<file path="src/rtl/audio_regbank_pkg.sv">
package audio_regbank_pkg;

  localparam int REG_W = 32;

  // word indices (byte offset = 4 * index)
  localparam int IDX_CTRL  = 0;
  localparam int IDX_MODE  = 1;
  localparam int IDX_STAT  = 2;
  localparam int IDX_SCLR  = 3;
  localparam int IDX_SSET  = 4;
  localparam int IDX_IEN   = 5;
  localparam int IDX_IDIS  = 6;
  localparam int IDX_IMSK  = 7;
  localparam int IDX_RHOLD = 8;
  localparam int IDX_THOLD = 9;
  localparam int IDX_VER   = 10;
  localparam int NUM_REGS  = 11;

  // command bits
  localparam int CMD_RX_ON   = 0;
  localparam int CMD_RX_OFF  = 1;
  localparam int CMD_CLK_ON  = 2;
  localparam int CMD_CLK_OFF = 3;
  localparam int CMD_TX_ON   = 4;
  localparam int CMD_TX_OFF  = 5;
  localparam int CMD_SWRST   = 7;

  // status bits
  localparam int ST_RX_EN    = 0;
  localparam int ST_RX_RDY   = 1;
  localparam int ST_RX_OVR   = 2;
  localparam int ST_TX_EN    = 4;
  localparam int ST_TX_RDY   = 5;
  localparam int ST_TX_UND   = 6;
  localparam int RX_SLOT_LSB = 8;
  localparam int TX_SLOT_LSB = 20;
  localparam int MAX_SLOTS   = 8;

  typedef enum logic [2:0] {
    RD_ZERO,
    RD_MODE,
    RD_STAT,
    RD_MASK,
    RD_VER
  } rdSel_t;

  typedef struct packed {
    logic             rxOn;
    logic             rxOff;
    logic             clkOn;
    logic             clkOff;
    logic             txOn;
    logic             txOff;
    logic             swReset;
    logic             modeWr;
    logic             clrWr;
    logic             setWr;
    logic             ienWr;
    logic             idisWr;
    logic             rxPop;
    logic             txPush;
    logic             rdEn;
    rdSel_t           rdSel;
    logic [REG_W-1:0] wdata;
  } ctlStrobes_t;

endpackage

</file>
<file path="src/rtl/audio_regbank_decode.sv">
module audio_regbank_decode
  import audio_regbank_pkg::*;
#(
  parameter int ADDR_W = 6
) (
  input  logic              busWrEn,
  input  logic              busRdEn,
  input  logic [ADDR_W-1:0] busWordAddr,
  input  logic [REG_W-1:0]  busWrData,
  output ctlStrobes_t       strb
);

  logic [NUM_REGS-1:0] wrHit;
  logic [NUM_REGS-1:0] rdHit;

  for (genvar r = 0; r < NUM_REGS; r++) begin : g_hit
    assign wrHit[r] = busWrEn && (busWordAddr == ADDR_W'(r));
    assign rdHit[r] = busRdEn && (busWordAddr == ADDR_W'(r));
  end

  always_comb begin
    strb         = '0;
    strb.wdata   = busWrData;
    strb.rxOn    = wrHit[IDX_CTRL] && busWrData[CMD_RX_ON];
    strb.rxOff   = wrHit[IDX_CTRL] && busWrData[CMD_RX_OFF];
    strb.clkOn   = wrHit[IDX_CTRL] && busWrData[CMD_CLK_ON];
    strb.clkOff  = wrHit[IDX_CTRL] && busWrData[CMD_CLK_OFF];
    strb.txOn    = wrHit[IDX_CTRL] && busWrData[CMD_TX_ON];
    strb.txOff   = wrHit[IDX_CTRL] && busWrData[CMD_TX_OFF];
    strb.swReset = wrHit[IDX_CTRL] && busWrData[CMD_SWRST];
    strb.modeWr  = wrHit[IDX_MODE];
    strb.clrWr   = wrHit[IDX_SCLR];
    strb.setWr   = wrHit[IDX_SSET];
    strb.ienWr   = wrHit[IDX_IEN];
    strb.idisWr  = wrHit[IDX_IDIS];
    strb.txPush  = wrHit[IDX_THOLD];
    strb.rxPop   = rdHit[IDX_RHOLD];
    strb.rdEn    = busRdEn;
    if (rdHit[IDX_MODE])      strb.rdSel = RD_MODE;
    else if (rdHit[IDX_STAT]) strb.rdSel = RD_STAT;
    else if (rdHit[IDX_IMSK]) strb.rdSel = RD_MASK;
    else if (rdHit[IDX_VER])  strb.rdSel = RD_VER;
    else                      strb.rdSel = RD_ZERO;
  end

endmodule

</file>
<file path="src/rtl/audio_regbank_state.sv">
module audio_regbank_state
  import audio_regbank_pkg::*;
#(
  parameter int          NUM_SLOTS  = 8,
  parameter int          SLOT_W     = 3,
  parameter logic [31:0] VERSION_ID = 32'h0000_0142
) (
  input  logic              clk,
  input  logic              rstN,
  input  ctlStrobes_t       strb,
  input  logic              rxReadyEvt,
  input  logic              rxOverrunEvt,
  input  logic [SLOT_W-1:0] rxOverrunSlot,
  input  logic              txReadyEvt,
  input  logic              txUnderrunEvt,
  input  logic [SLOT_W-1:0] txUnderrunSlot,
  output logic              rxEnable,
  output logic              txEnable,
  output logic              clkEnable,
  output logic              swResetPulse,
  output logic              irqOut,
  output logic [REG_W-1:0]  statusWord,
  output logic [REG_W-1:0]  maskWord,
  output logic [REG_W-1:0]  busRdData
);

  logic [NUM_SLOTS-1:0] rxSlotQ;
  logic [NUM_SLOTS-1:0] txSlotQ;
  logic rxRdyQ, rxOvrQ, txRdyQ, txUndQ;
  logic [3:0] maskQ;  // {txUnd, txRdy, rxOvr, rxRdy}
  logic [REG_W-1:0] modeQ;

  // per-slot sticky error bits
  for (genvar s = 0; s < NUM_SLOTS; s++) begin : g_slot
    logic rxSet, rxClr, txSet, txClr;
    logic rxQ, txQ;
    assign rxSet = (rxOverrunEvt && (rxOverrunSlot == SLOT_W'(s)))
                || (strb.setWr && strb.wdata[RX_SLOT_LSB+s]);
    assign rxClr = strb.clrWr && strb.wdata[RX_SLOT_LSB+s];
    assign txSet = (txUnderrunEvt && (txUnderrunSlot == SLOT_W'(s)))
                || (strb.setWr && strb.wdata[TX_SLOT_LSB+s]);
    assign txClr = strb.clrWr && strb.wdata[TX_SLOT_LSB+s];

    always_ff @(posedge clk or negedge rstN) begin
      if (!rstN) begin
        rxQ <= 1'b0;
        txQ <= 1'b0;
      end else if (strb.swReset) begin
        rxQ <= 1'b0;
        txQ <= 1'b0;
      end else begin
        rxQ <= rxSet | (rxQ & ~rxClr);
        txQ <= txSet | (txQ & ~txClr);
      end
    end

    assign rxSlotQ[s] = rxQ;
    assign txSlotQ[s] = txQ;
  end

  // summary flag set/clear terms
  logic rxRdySet, rxRdyClr, rxOvrSet, rxOvrClr;
  logic txRdySet, txRdyClr, txUndSet, txUndClr;
  logic [3:0] maskOn, maskOff;

  always_comb begin
    rxRdySet = rxReadyEvt;
    rxRdyClr = (strb.clrWr && strb.wdata[ST_RX_RDY]) || strb.rxPop;
    rxOvrSet = rxOverrunEvt || (strb.setWr && strb.wdata[ST_RX_OVR]);
    rxOvrClr = strb.clrWr && strb.wdata[ST_RX_OVR];
    txRdySet = txReadyEvt;
    txRdyClr = (strb.clrWr && strb.wdata[ST_TX_RDY]) || strb.txPush;
    txUndSet = txUnderrunEvt || (strb.setWr && strb.wdata[ST_TX_UND]);
    txUndClr = strb.clrWr && strb.wdata[ST_TX_UND];
    maskOn   = {4{strb.ienWr}} & {strb.wdata[ST_TX_UND], strb.wdata[ST_TX_RDY],
                                  strb.wdata[ST_RX_OVR], strb.wdata[ST_RX_RDY]};
    maskOff  = {4{strb.idisWr}} & {strb.wdata[ST_TX_UND], strb.wdata[ST_TX_RDY],
                                   strb.wdata[ST_RX_OVR], strb.wdata[ST_RX_RDY]};
  end

  always_ff @(posedge clk or negedge rstN) begin
    if (!rstN) begin
      rxRdyQ       <= 1'b0;
      rxOvrQ       <= 1'b0;
      txRdyQ       <= 1'b0;
      txUndQ       <= 1'b0;
      maskQ        <= '0;
      modeQ        <= '0;
      rxEnable     <= 1'b0;
      txEnable     <= 1'b0;
      clkEnable    <= 1'b0;
      swResetPulse <= 1'b0;
    end else begin
      swResetPulse <= strb.swReset;
      if (strb.swReset) begin
        rxRdyQ    <= 1'b0;
        rxOvrQ    <= 1'b0;
        txRdyQ    <= 1'b0;
        txUndQ    <= 1'b0;
        maskQ     <= '0;
        modeQ     <= '0;
        rxEnable  <= 1'b0;
        txEnable  <= 1'b0;
        clkEnable <= 1'b0;
      end else begin
        rxRdyQ <= rxRdySet | (rxRdyQ & ~rxRdyClr);
        rxOvrQ <= rxOvrSet | (rxOvrQ & ~rxOvrClr);
        txRdyQ <= txRdySet | (txRdyQ & ~txRdyClr);
        txUndQ <= txUndSet | (txUndQ & ~txUndClr);
        maskQ  <= (maskQ | maskOn) & ~maskOff;
        if (strb.modeWr) modeQ <= strb.wdata;
        if (strb.rxOff)      rxEnable <= 1'b0;
        else if (strb.rxOn)  rxEnable <= 1'b1;
        if (strb.txOff)      txEnable <= 1'b0;
        else if (strb.txOn)  txEnable <= 1'b1;
        if (strb.clkOff)     clkEnable <= 1'b0;
        else if (strb.clkOn) clkEnable <= 1'b1;
      end
    end
  end

  always_comb begin
    statusWord = '0;
    statusWord[ST_RX_EN]  = rxEnable;
    statusWord[ST_RX_RDY] = rxRdyQ;
    statusWord[ST_RX_OVR] = rxOvrQ;
    statusWord[ST_TX_EN]  = txEnable;
    statusWord[ST_TX_RDY] = txRdyQ;
    statusWord[ST_TX_UND] = txUndQ;
    statusWord[RX_SLOT_LSB +: NUM_SLOTS] = rxSlotQ;
    statusWord[TX_SLOT_LSB +: NUM_SLOTS] = txSlotQ;

    maskWord = '0;
    maskWord[ST_RX_RDY] = maskQ[0];
    maskWord[ST_RX_OVR] = maskQ[1];
    maskWord[ST_TX_RDY] = maskQ[2];
    maskWord[ST_TX_UND] = maskQ[3];
  end

  assign irqOut = |(statusWord & maskWord);

  always_ff @(posedge clk or negedge rstN) begin
    if (!rstN) begin
      busRdData <= '0;
    end else if (strb.rdEn) begin
      unique case (strb.rdSel)
        RD_MODE: busRdData <= modeQ;
        RD_STAT: busRdData <= statusWord;
        RD_MASK: busRdData <= maskWord;
        RD_VER:  busRdData <= VERSION_ID;
        default: busRdData <= '0;
      endcase
    end
  end

endmodule

</file>
<file path="src/rtl/audio_irq_regbank.sv">
module audio_irq_regbank
  import audio_regbank_pkg::*;
#(
  parameter int          ADDR_W     = 6,
  parameter int          NUM_SLOTS  = 8,
  parameter logic [31:0] VERSION_ID = 32'h0000_0142,
  localparam int         SLOT_W     = (NUM_SLOTS > 1) ? $clog2(NUM_SLOTS) : 1
) (
  input  logic              clk,
  input  logic              rstN,
  input  logic              busWrEn,
  input  logic              busRdEn,
  input  logic [ADDR_W-1:0] busWordAddr,
  input  logic [31:0]       busWrData,
  output logic [31:0]       busRdData,
  input  logic              rxReadyEvt,
  input  logic              rxOverrunEvt,
  input  logic [SLOT_W-1:0] rxOverrunSlot,
  input  logic              txReadyEvt,
  input  logic              txUnderrunEvt,
  input  logic [SLOT_W-1:0] txUnderrunSlot,
  output logic              irqOut,
  output logic              rxEnable,
  output logic              txEnable,
  output logic              clkEnable,
  output logic              swResetPulse
);

  ctlStrobes_t      strb;
  logic [REG_W-1:0] statusWord;
  logic [REG_W-1:0] maskWord;

  audio_regbank_decode #(.ADDR_W(ADDR_W)) u_decode (
    .busWrEn     (busWrEn),
    .busRdEn     (busRdEn),
    .busWordAddr (busWordAddr),
    .busWrData   (busWrData),
    .strb        (strb)
  );

  audio_regbank_state #(
    .NUM_SLOTS  (NUM_SLOTS),
    .SLOT_W     (SLOT_W),
    .VERSION_ID (VERSION_ID)
  ) u_state (
    .clk            (clk),
    .rstN           (rstN),
    .strb           (strb),
    .rxReadyEvt     (rxReadyEvt),
    .rxOverrunEvt   (rxOverrunEvt),
    .rxOverrunSlot  (rxOverrunSlot),
    .txReadyEvt     (txReadyEvt),
    .txUnderrunEvt  (txUnderrunEvt),
    .txUnderrunSlot (txUnderrunSlot),
    .rxEnable       (rxEnable),
    .txEnable       (txEnable),
    .clkEnable      (clkEnable),
    .swResetPulse   (swResetPulse),
    .irqOut         (irqOut),
    .statusWord     (statusWord),
    .maskWord       (maskWord),
    .busRdData      (busRdData)
  );

endmodule

</file>
<file path="config.mk">
export PLATFORM = sky130hd
export DESIGN_NAME = audio_irq_regbank
export DESIGN_NICKNAME = d
export VERILOG_FILES = /design/src/rtl/audio_regbank_pkg.sv /design/src/rtl/audio_regbank_decode.sv /design/src/rtl/audio_regbank_state.sv /design/src/rtl/audio_irq_regbank.sv
export SDC_FILE = /design/constraint.sdc
export NUM_CORES = 1
export LEC_CHECK = 0
export ABC_AREA = 1
export ABC_CLOCK_PERIOD_IN_PS = 1700
export BUFFER_PORTS_ARGS = -buffer_cell sky130_fd_sc_hd__buf_2
export CAP_MARGIN = 40
export CORE_MARGIN = 5
export CORE_UTILIZATION = 25
export CTS_CLUSTER_SIZE = 10
export DETAILED_ROUTE_END_ITERATION = 8
export PLACE_DENSITY_LB_ADDON = 0.1
export SKIP_LAST_GASP = 1
export SLEW_MARGIN = 20
export SYNTH_ARGS = -nofsm -noshare
export SYNTH_HDL_FRONTEND = slang
export SYNTH_SLANG_ARGS = --single-unit
</file>
<file path="constraint.sdc">
create_clock -name clk -period 1.7 [get_ports clk]
set_input_delay 0 -clock clk [delete_from_list [all_inputs] [get_ports clk]]
set_output_delay 0 -clock clk [all_outputs]
set_load 0.005 [all_outputs]
</file>
# Yosys cells after proc, flatten, opt, wreduce, memory -nomap -nowiden

Index checks and enable logic that the tools add are counted.

Shifts and indexed selects: 0
Bitwise logic cells: 66
Reductions and logical operators: 101
Order comparisons: 0
Mux-type cells: 37
Equal/unequal tests: 28
Divide/modulo/power cells: 0
$mul: 0
Add/subtract/negate cells: 0

Operators with widths:

| cell                                                 | count |
|---|---|
| case mux 32 bit (4 select lines)                     | 1 |
| logical AND 1 bit                                    | 73 |
| 2-to-1 mux 32 bit                                    | 2 |
| OR reduction 32 bit                                  | 1 |
| 2-to-1 mux 1 bit                                     | 29 |
| bitwise AND 28 x 7 -> 28 bit                         | 1 |
| equality test 3 bit (second input constant)          | 9 |
| equality test 6 x 3 -> 1 bit (second input constant) | 4 |
| bitwise AND 1 bit                                    | 20 |
| logical OR 1 bit                                     | 20 |
| NOT 1 bit                                            | 20 |
| OR 1 bit                                             | 20 |
| equality test 3 x 2 -> 1 bit (second input constant) | 6 |
| equality test 6 x 4 -> 1 bit (second input constant) | 3 |
| bitwise AND 4 bit                                    | 3 |
| equality test 6 x 2 -> 1 bit (second input constant) | 2 |
| 2-to-1 mux 3 bit                                     | 4 |
| equality test 3 x 1 -> 1 bit (second input constant) | 3 |
| nonzero test 3 bit                                   | 3 |
| equality test 6 x 1 -> 1 bit (second input constant) | 1 |
| logical NOT 3 bit                                    | 2 |
| logical NOT 6 bit                                    | 1 |
| 2-to-1 mux 4 bit                                     | 1 |
| NOT 4 bit                                            | 1 |
| other kinds (2)                                      | 2 |

Bits in writable memories: 0
Memories kept: 0
Word-level logic and storage cells: 259
Output and inout bits: 37
ROM bits: 0
Register bits: 92
Bits in latches: 0

# Logic depth before layout (Yosys ltp)

Gate-level depths: netlist of the first run.

Depth after elaboration: 8
Mapped depth: 9
Gate-level depth less buffers: 8

# Modules after synthesis

Synthesis of the first run repeated with hierarchy kept, for this count alone.

Cell total of the unflattened synthesis: 646
Area total of the unflattened synthesis: 5,175.0 um2

Modules (own cells, without submodules):

| module               | area each (um2) | times used | cells each | sequential area each (um2) |
|---|---|---|---|---|
| audio_regbank_state  | 4,648.2         | 1          | 558        | 2,302.2 |
| audio_regbank_decode | 526.8           | 1          | 88         | 0.0 |

# Least setup slack after synthesis of the first run

Ideal clock, no wire load.

Path kind: input to register
Start: input port busWordAddr[3]
End: register u_state.modeQ[9]
Slack: 750 ps
Cell stages on the path: 7
Setup time: 119 ps
Arrival: 831 ps
Buffers on the path: 1
Cell sequence: nor2_1 > nand2_2 > nor2_8 > nand2_8 > nand2_8 > buf_8 > o21ai_2

Longest elaborated chain between the ends: 4

RTL lines:

| element                                                 | line                       | source |
|---|---|---|
| start, declared                                         | audio_irq_regbank.sv:13    | `input logic [ADDR_W-1:0] busWordAddr,` |
| logical NOT 6 bit                                       | n/a                        |  |
| logical AND 1 bit                                       | audio_regbank_decode.sv:17 | `assign wrHit[r] = busWrEn && (busWordAddr == ADDR_W'(r));` |
| logical AND 1 bit                                       | audio_regbank_decode.sv:30 | `strb.swReset = wrHit[IDX_CTRL] && busWrData[CMD_SWRST];` |
| 2-to-1 mux 32 bit or nonzero test 2 bit (tied branches) | n/a                        |  |
| end signal, assigned                                    | audio_regbank_state.sv:111 | `if (strb.modeWr) modeQ <= strb.wdata;` |
| end, declared                                           | audio_regbank_state.sv:31  | `logic [REG_W-1:0] modeQ;` |

Several ways; a longest one is shown, not always the timed one.
A chain may end at the register's enable or synchronous reset.

# Final worst setup path of the first run

Start: register u_state.rxOvrQ
End: output port irqOut

Longest elaborated chain between the ends: 2

RTL lines:

| element                      | line                       | source |
|---|---|---|
| start, declared              | audio_regbank_state.sv:29  | `logic rxRdyQ, rxOvrQ, txRdyQ, txUndQ;` |
| start signal, assigned       | audio_regbank_state.sv:107 | `rxOvrQ <= rxOvrSet \| (rxOvrQ & ~rxOvrClr);` |
| bitwise AND 28 x 7 -> 28 bit | audio_regbank_state.sv:140 | `assign irqOut = \|(statusWord & maskWord);` |
| OR reduction 32 bit          | audio_regbank_state.sv:140 |  |
| end, declared                | audio_irq_regbank.sv:22    | `output logic irqOut,` |

No other way between the ends.

==> results of run 1 <==
worst paths after layout:
kind	slack [ns]	start	end	cells after the start
hold / removal	0.04	busWrData[2]	u_state.rxOvrQ$_DFF_PN0_	4
setup reg to reg	0.91	u_state.txUndQ$_DFF_PN0_	u_state.busRdData[6]$_DFFE_PN0P_	2
hold reg to reg	0.48	u_state.busRdData[19]$_DFFE_PN0P_	u_state.busRdData[19]$_DFFE_PN0P_	2
setup / recovery	0.39	u_state.rxOvrQ$_DFF_PN0_	irqOut	5
min in group asynchronous	0.17	rstN	u_state.busRdData[0]$_DFFE_PN0P_	2
max in group asynchronous	0.97	rstN	u_state.modeQ[6]$_DFFE_PN0P_	3
synthesized netlist by cell type (all sizes together):
library cell  number
a21oi             22
dfrtp             92
nor3               4
buf               19
o22ai              1
nor3b              2
nand3             33
clkbuf             3
o211ai            17
nand4             14
clkinv             1
nor2              54
inv               75
o21ai             46
nand2            160
layout make-up:
cell class | count | area [um2] | area share [%]
timing repair buffer | 135 | 921 | 15.7
sequential | 92 | 2300 | 39.2
tap | 229 | 287 | 4.88
multi-input combinational | 353 | 1770 | 30.2
inverter | 76 | 290 | 4.95
clock inverter | 6 | 65.1 | 1.11
clock buffer | 10 | 229 | 3.90
worst register-to-register path, cell delays in order, from the launching register on:
cell and delay (ns):
dfrtp_1 0.41, a21oi_1 0.16, nand4_1 0.10
kinds of logic (layout without fill, tap and decap cells):
kind of cell / after synthesis / after routing / share of synthesized area [%]
compound gates: 86 / 86 / 13.0
buf+inv: 98 / 227 / 10.4
flops: 92 / 92 / 50.6
simple gates: 267 / 267 / 26.0
per-stage QoR:
step	total power, mW	hold slack (ns)	utilization (%)	cell area (um2)
floorplan	3.03	-0.296	-	4550
global placement	3.32	0.0134	29.1	5220
detailed placement	3.34	0.0110	29.1	5220
CTS	5.46	0.0170	32.7	5870
global route	5.66	0.0513	32.7	5870
finish	5.36	0.0352	32.7	5870
report_power, final:
group,switching [mW],total [mW],internal (mW)
Clock,0.874,2.01,1.14
Combinational,0.449,0.786,0.337
Sequential,0.102,2.56,2.46
cells in the final DEF (no fill, tap or decap), drive strengths merged:
cell type | synthesis | final
dfrtp | 92 | 92
inv | 75 | 75
nand2 | 160 | 160
o22ai | 1 | 1
dlygate4sd3 | 0 | 35
nor2 | 54 | 54
nand3 | 33 | 33
clkinvlp | 0 | 1
clkbuf | 3 | 10
nor3b | 2 | 2
buf | 19 | 100
nor3 | 4 | 4
nand4 | 14 | 14
o211ai | 17 | 17
o21ai | 46 | 46
bufinv | 0 | 1
a21oi | 22 | 22
clkinv | 1 | 5
flip-flops by register name, indices dropped and copies added, names as in the netlist, 4 cells and up:
| register | count |
|---|---|
| u_state.modeQ | 32 |
| u_state.g_slot.txQ | 8 |
| u_state.g_slot.rxQ | 8 |
| u_state.maskQ | 4 |
| u_state.busRdData | 32 |
per-layer routing:
layer	track usage, %	up-vias	wire length [um]
li1	-	1974	-
met1	18.4	1841	6290
met2	24.1	89	6810
met3	3.32	12	747
met4	3.73	0	163
met5	0	-	0
==> metrics, run 1 <==
via count 3916; Startpoint Class flop; final setup margin 0.394 ns; Layout area overhead 29.0%; slew at the pin closest to its max-slew limit 0.535 ns; slowest stage delay, CP 0.37 ns; Final setup viols 0; core area 18000 um2; Ports 89; placed insts 850; post-cts sizing count 0; HP Class primary input to flop; leakage power 3.09 nW; Period minus WS final 1.31 ns; # diodes 0; WL final 14000 um; Clk pin slew, worst setup/hold paths 0.07 ns; Critical Path, Cell by Cell inv_1 -> o22ai_1 -> a21oi_1 -> o21ai_0 -> buf_2; wire per inst 15.6 um; buffers added on ports 88; FP Rows 49; outcome completed; Synth top area share 50.6%; post-CTS setup buffer count 0; number of global-route vias before repair 4013; Peak VDD IR 0.497 mV; Layout Skew 0.00376 ns; syn_area_per_cell 8.37 um2; gr ovfl total 0; Clock Path Buffers 2; Buf/Inv on CP 2; number of max-cap violations 0; Synthesis Warnings 0; Synth Register Bits 92; H-tree levels 3; Slowest cell on crit path dfrtp_1; Die Wd 145 um; synth unique cells 28; post-synthesis sequential area ratio 50.6%; FMAX 0.766 GHz; Fillers 1940; critical path class flop to primary output; critical path peak fanout 2; hold_buf cts 35; hpwl dp 9550 um; Worst Setup End Kind primary output; Fin. Hold Viols 0; DIE AREA 21000 um2; Net Count, Synth 595; layout cells sized above 1 23.4%; pre-CTS setup slack 0.320 ns; GR Util All Layers 14.3%; gpl congestion 0.803; critical path data arrival time 1.31 ns; Initial Utilization 25.3%; Mapped Cells 543; clock sinks 92; CTS tree built; Pwr per Cell Area 913 nW/um2; Netlist Area Pre-Place 4550 um2; first-pass GRT wire length 22500 um; post-route DRC violation count 0; Iter 0 DRT Violations 197; Clk Latency, worst-skew pair 0.34 ns; setup TNS 0 ns; largest cells by area after synthesis dfrtp_1 51%, nand2_1 13%, inv_1 6.1%; antenna violations before repair 0; total CTS buffers 9; Final period util 76.8%; final net count 719; Synth area leader dfrtp_1; Max Slew Vio Count 0; Clock Tree Root clkbuf_16; Non-Filler Instances 901; DRT antenna net count 0; Required @ worst endpoint 1.70 ns; Die Span Y 145 um; DR vias/cell 4.35; Top delay family on crit path flip-flops; largest net degree at the start of global routing 36; Rel. slew slack 64.4%; RSZ-0062 raised after global routing no; First-pass DRT Iterations 4
(Power assumes the default switching activity.)
==> run 2: changes to the inputs <==
- ABC_CLOCK_PERIOD_IN_PS: 1700 -> 1200
- clock period: 1.7 -> 1.2 ns (I/O delays scaled with it)
==> metrics, run 2 (synthesis gave the netlist of run 1 again) <==
violated checks setup timing; Top delay family on crit path flip-flops; # diodes 0; wire per inst 15.2 um; core area 18000 um2; first-pass GRT wire length 22100 um; Ports 89; Final setup viols 1; Fillers 1916; GR Util All Layers 13.7%; Period minus WS final 1.23 ns; antenna violations before repair 0; gr ovfl total 0; critical path class flop to primary output; FMAX 0.816 GHz; Peak VDD IR 0.621 mV; Fin. Hold Viols 0; critical path peak fanout 2; First-pass DRT Iterations 4; Final period util 102%; outcome finished, violations left; biggest regs u_state.busRdData: 32 flops, u_state.modeQ: 32 flops; critical path data arrival time 1.23 ns; CTS tree built; HP Class primary input to flop; final net count 737; Die Span Y 145 um; Setup crit start u_state.rxOvrQ$_DFF_PN0_; layout cells sized above 1 26.1%; number of global-route vias before repair 4060; most frequent cells in the layout 153 x nand2_1, 92 x dfrtp_1, 87 x buf_2; Initial Utilization 25.3%; DR vias/cell 4.36; Worst Setup End Kind primary output; Clock Tree Root clkbuf_16; Required @ worst endpoint 1.20 ns; DRT antenna net count 0; slowest stage delay, CP 0.39 ns; slew at the pin closest to its max-slew limit 0.384 ns; Hold Path Origin busWrData[2]; hold slack 0.0251 ns; placed insts 867; Pwr per Cell Area 1300 nW/um2; DIE AREA 21000 um2; number of max-cap violations 0; Layout area overhead 34.0%; clock sinks 92; RR Startpoint u_state.rxOvrQ$_DFF_PN0_; Layout Skew 0.00705 ns; Clk Latency, worst-skew pair 0.34 ns; final setup margin -0.0253 ns; buffers added on ports 88; Non-Filler Instances 919; post-route DRC violation count 0; leakage power 3.22 nW; Iter 0 DRT Violations 182; Startpoint Class flop; Rel. slew slack 74.3%; Max Slew Vio Count 0; most common cell after layout, fill and taps aside nand2_1; WL final 13900 um; Clk pin slew, worst setup/hold paths 0.07 ns; Die Wd 145 um; Slowest cell on crit path dfrtp_1; hpwl dp 9970 um; via count 4011; gpl congestion 0.817; Clock Path Buffers 2; largest net degree at the start of global routing 31; Critical Path, Cell by Cell inv_2 -> o22ai_2 -> a21oi_2 -> o21ai_1 -> buf_2; setup TNS -0.0253 ns; total CTS buffers 9; Buf/Inv on CP 2; RSZ-0062 raised after global routing yes; H-tree levels 3; FP Rows 49
-- run 2: cell count changes in the layout (fill, tap and decap cells not counted), sizes merged --
cell | previous run | this run
buf | 100 | 119
bufinv | 1 | 2
clkinv | 5 | 3
clkbuf | 10 | 11
dlygate4sd3 | 35 | 34
-- run 2: worst paths after layout --
kind | depth (start not counted) | slack [ns] | end
worst max-delay path | 5 | -0.03 | irqOut
max in group asynchronous | 3 | 0.53 | u_state.modeQ[11]$_DFFE_PN0P_
worst min-delay path | 4 | 0.03 | u_state.rxOvrQ$_DFF_PN0_
min in group asynchronous | 2 | 0.12 | u_state.busRdData[31]$_DFFE_PN0P_
worst max register to register | 5 | 0.35 | u_state.rxOvrQ$_DFF_PN0_
worst min register to register | 2 | 0.49 | u_state.busRdData[19]$_DFFE_PN0P_
-- run 2: repair_timing --
action / in CTS / in global routing
setup buffers: 2 / 0
endpoints found under the hold margin: 144 / 0
cloned: 0 / 0
resized for setup: 2 / 3
endpoints found under the setup margin: 1 / 1
hold buffers: 34 / 0
-- run 2: power by group --
| part | internal, mW | switching, mW | leakage, nW |
|---|---|---|---|
| clock | 1.89 | 1.25 | 0.156 |
| combinational | 0.495 | 0.652 | 1.97 |
| sequential | 3.48 | 0.146 | 1.09 |
| total | 5.87 | 2.05 | 3.22 |
-- run 2: area by class of cell --
type	count	area, um2	area share (%)
well taps	229	287	4.70
inverters	76	290	4.76
clock inverters	5	85.1	1.40
repair buffers	153	1100	18.1
clock buffers	11	243	3.98
multi-input cells	353	1780	29.2
flip-flops and latches	92	2300	37.8
-- run 2: per-stage QoR --
step / power, mW / area (um2) / setup slack [ns] / utilization (%)
floorplan: 4.30 / 4550 / 0.250 / -
global placement: 4.73 / 5400 / -0.0303 / 30.1
detailed placement: 4.75 / 5400 / -0.0592 / 30.1
CTS: 8.04 / 6080 / -0.122 / 33.9
global route: 8.33 / 6090 / -0.115 / 33.9
finish: 7.91 / 6090 / -0.0253 / 33.9
-- run 2: per-layer routing --
| metal | routed length, um | vias to the layer above | track usage (%) |
|---|---|---|---|
| met5 | 0 | - | 0 |
| met4 | 163 | 0 | 3.98 |
| met3 | 628 | 14 | 2.73 |
| li1 | - | 2015 | - |
| met1 | 6520 | 1899 | 18.7 |
| met2 | 6620 | 83 | 22.2 |
-- run 2: worst register-to-register path, cell delays in order (launching register included) --
cell	delay [ns]
dfrtp_1	0.37
inv_2	0.06
buf_4	0.12
a21oi_1	0.11
nor2_1	0.05
nor2_1	0.08
==> run 3: changes to the inputs <==
- ABC_CLOCK_PERIOD_IN_PS: 1200 -> not set
- CORE_MARGIN: 5 -> 4
- CORE_UTILIZATION: 25 -> 50
==> metrics, run 3 (synthesis gave the netlist of run 1 again) <==
Hold Path Origin rxOverrunEvt; utilization after layout 65.1%; via count 3996; Die Wd 103 um; Final setup viols 1; DIE AREA 10700 um2; DR vias/cell 5.06; worst r2r path cells 5; gr ovfl total 0; First-pass DRT Iterations 4; biggest regs u_state.busRdData: 32 flops, u_state.modeQ: 32 flops; most common cell after layout, fill and taps aside nand2_1; met2 usage 36.6%; Pwr per Cell Area 1200 nW/um2; Worst Setup End Kind primary output; Initial Utilization 51.9%; hold slack 0.0242 ns; # diodes 0; FP Rows 34; leakage power 3.09 nW; met1 Use GR 31.7%; core area 8760 um2; layout cells sized above 1 24.9%; Layout area overhead 25.5%; number of max-cap violations 0; outcome finished, violations left; met3 Use GR 2.82%; most frequent cells in the layout 153 x nand2_1, 92 x dfrtp_1, 87 x buf_2; number of global-route vias before repair 3845; largest net degree at the start of global routing 33; Setup crit start u_state.rxOvrQ$_DFF_PN0_; Non-Filler Instances 790; H-tree levels 3; Final period util 104%; buffers added on ports 88; pre-CTS setup slack -0.0275 ns; DRT antenna net count 0; slew at the pin closest to its max-slew limit 0.409 ns; final net count 730; Startpoint Class flop; Max Slew Vio Count 0; Clk Latency, worst-skew pair 0.35 ns; critical path peak fanout 2; Final Power 6.82 mW; first-pass GRT wire length 18700 um; Required @ worst endpoint 1.20 ns; Rel. slew slack 72.7%; hpwl dp 8120 um; Fin. Hold Viols 0; post-route DRC violation count 0; critical path data arrival time 1.25 ns; antenna violations before repair 0; gpl congestion 0.853; Clock Path Buffers 2; RR Startpoint u_state.rxOvrQ$_DFF_PN0_; CTS tree built; FMAX 0.800 GHz; Layout Skew 0.0143 ns; Final Instance Area 5710 um2; wire per inst 14.8 um; WHS Path Cells 5; critical path class flop to primary output; Clk pin slew, worst setup/hold paths 0.09 ns; placed insts 738; final setup margin -0.0504 ns; WL final 11700 um; total CTS buffers 9; DP Area 5140 um2; Clock Tree Root clkbuf_8; Die Span Y 103 um; HP Class primary input to flop; Peak VDD IR 0.743 mV; GR Util All Layers 22.5%; global-route layer with the greatest usage met2; violated checks setup timing; Ports 89; Period minus WS final 1.25 ns; clock sinks 92; RSZ-0062 raised after global routing yes; setup TNS -0.0504 ns; Iter 0 DRT Violations 155
## run 3: power breakdown
part / switching [mW] / leakage (nW) / internal (mW) / total [mW]
registers: 0.150 / 1.09 / 3.47 / 3.62
clock network: 1.10 / 0.0890 / 0.965 / 2.06
logic: 0.648 / 1.91 / 0.487 / 1.13
total: 1.89 / 3.09 / 4.93 / 6.82
## run 3: what timing repair did
action | CTS | global route
pin swaps | 0 | 1
resized for setup | 3 | 2
cloned | 0 | 0
hold buffers | 36 | 0
endpoints found under the setup margin | 1 | 1
buffers inserted | 0 | 1
hold endpoints to repair | 146 | 0
## run 3: critical path: stages, from the launching register on
cell     delay (ns)
dfrtp_1        0.41
inv_2          0.09
o22ai_2        0.09
a21oi_2        0.11
o21ai_1        0.08
buf_2          0.13
## run 3: cell type report
cell class	count	area (um2)
Clock buffer	10	128
Multi-Input combinational cell	353	1780
Clock inverter	5	62.6
Sequential cell	92	2300
Inverter	76	290
Tap cell	108	135
Fill cell	789	3060
Timing Repair Buffer	146	1010
## run 3: final timing paths
| kind | end | slack (ns) |
|---|---|---|
| min in group asynchronous | u_state.busRdData[0]$_DFFE_PN0P_ | 0.10 |
| worst max register to register | u_state.rxOvrQ$_DFF_PN0_ | 0.32 |
| worst min register to register | u_state.busRdData[30]$_DFFE_PN0P_ | 0.49 |
| worst min-delay path | u_state.rxOvrQ$_DFF_PN0_ | 0.02 |
| max in group asynchronous | u_state.g_slot[4].txQ$_DFF_PN0_ | 0.54 |
| worst max-delay path | irqOut | -0.05 |
## run 3: per-layer routing
metal,vias up,share of wire (%),wire [um]
li1,1999,-,-
met5,-,0,0
met1,1877,45,5210
met2,108,48,5650
met3,12,5.9,692
met4,0,1.2,145
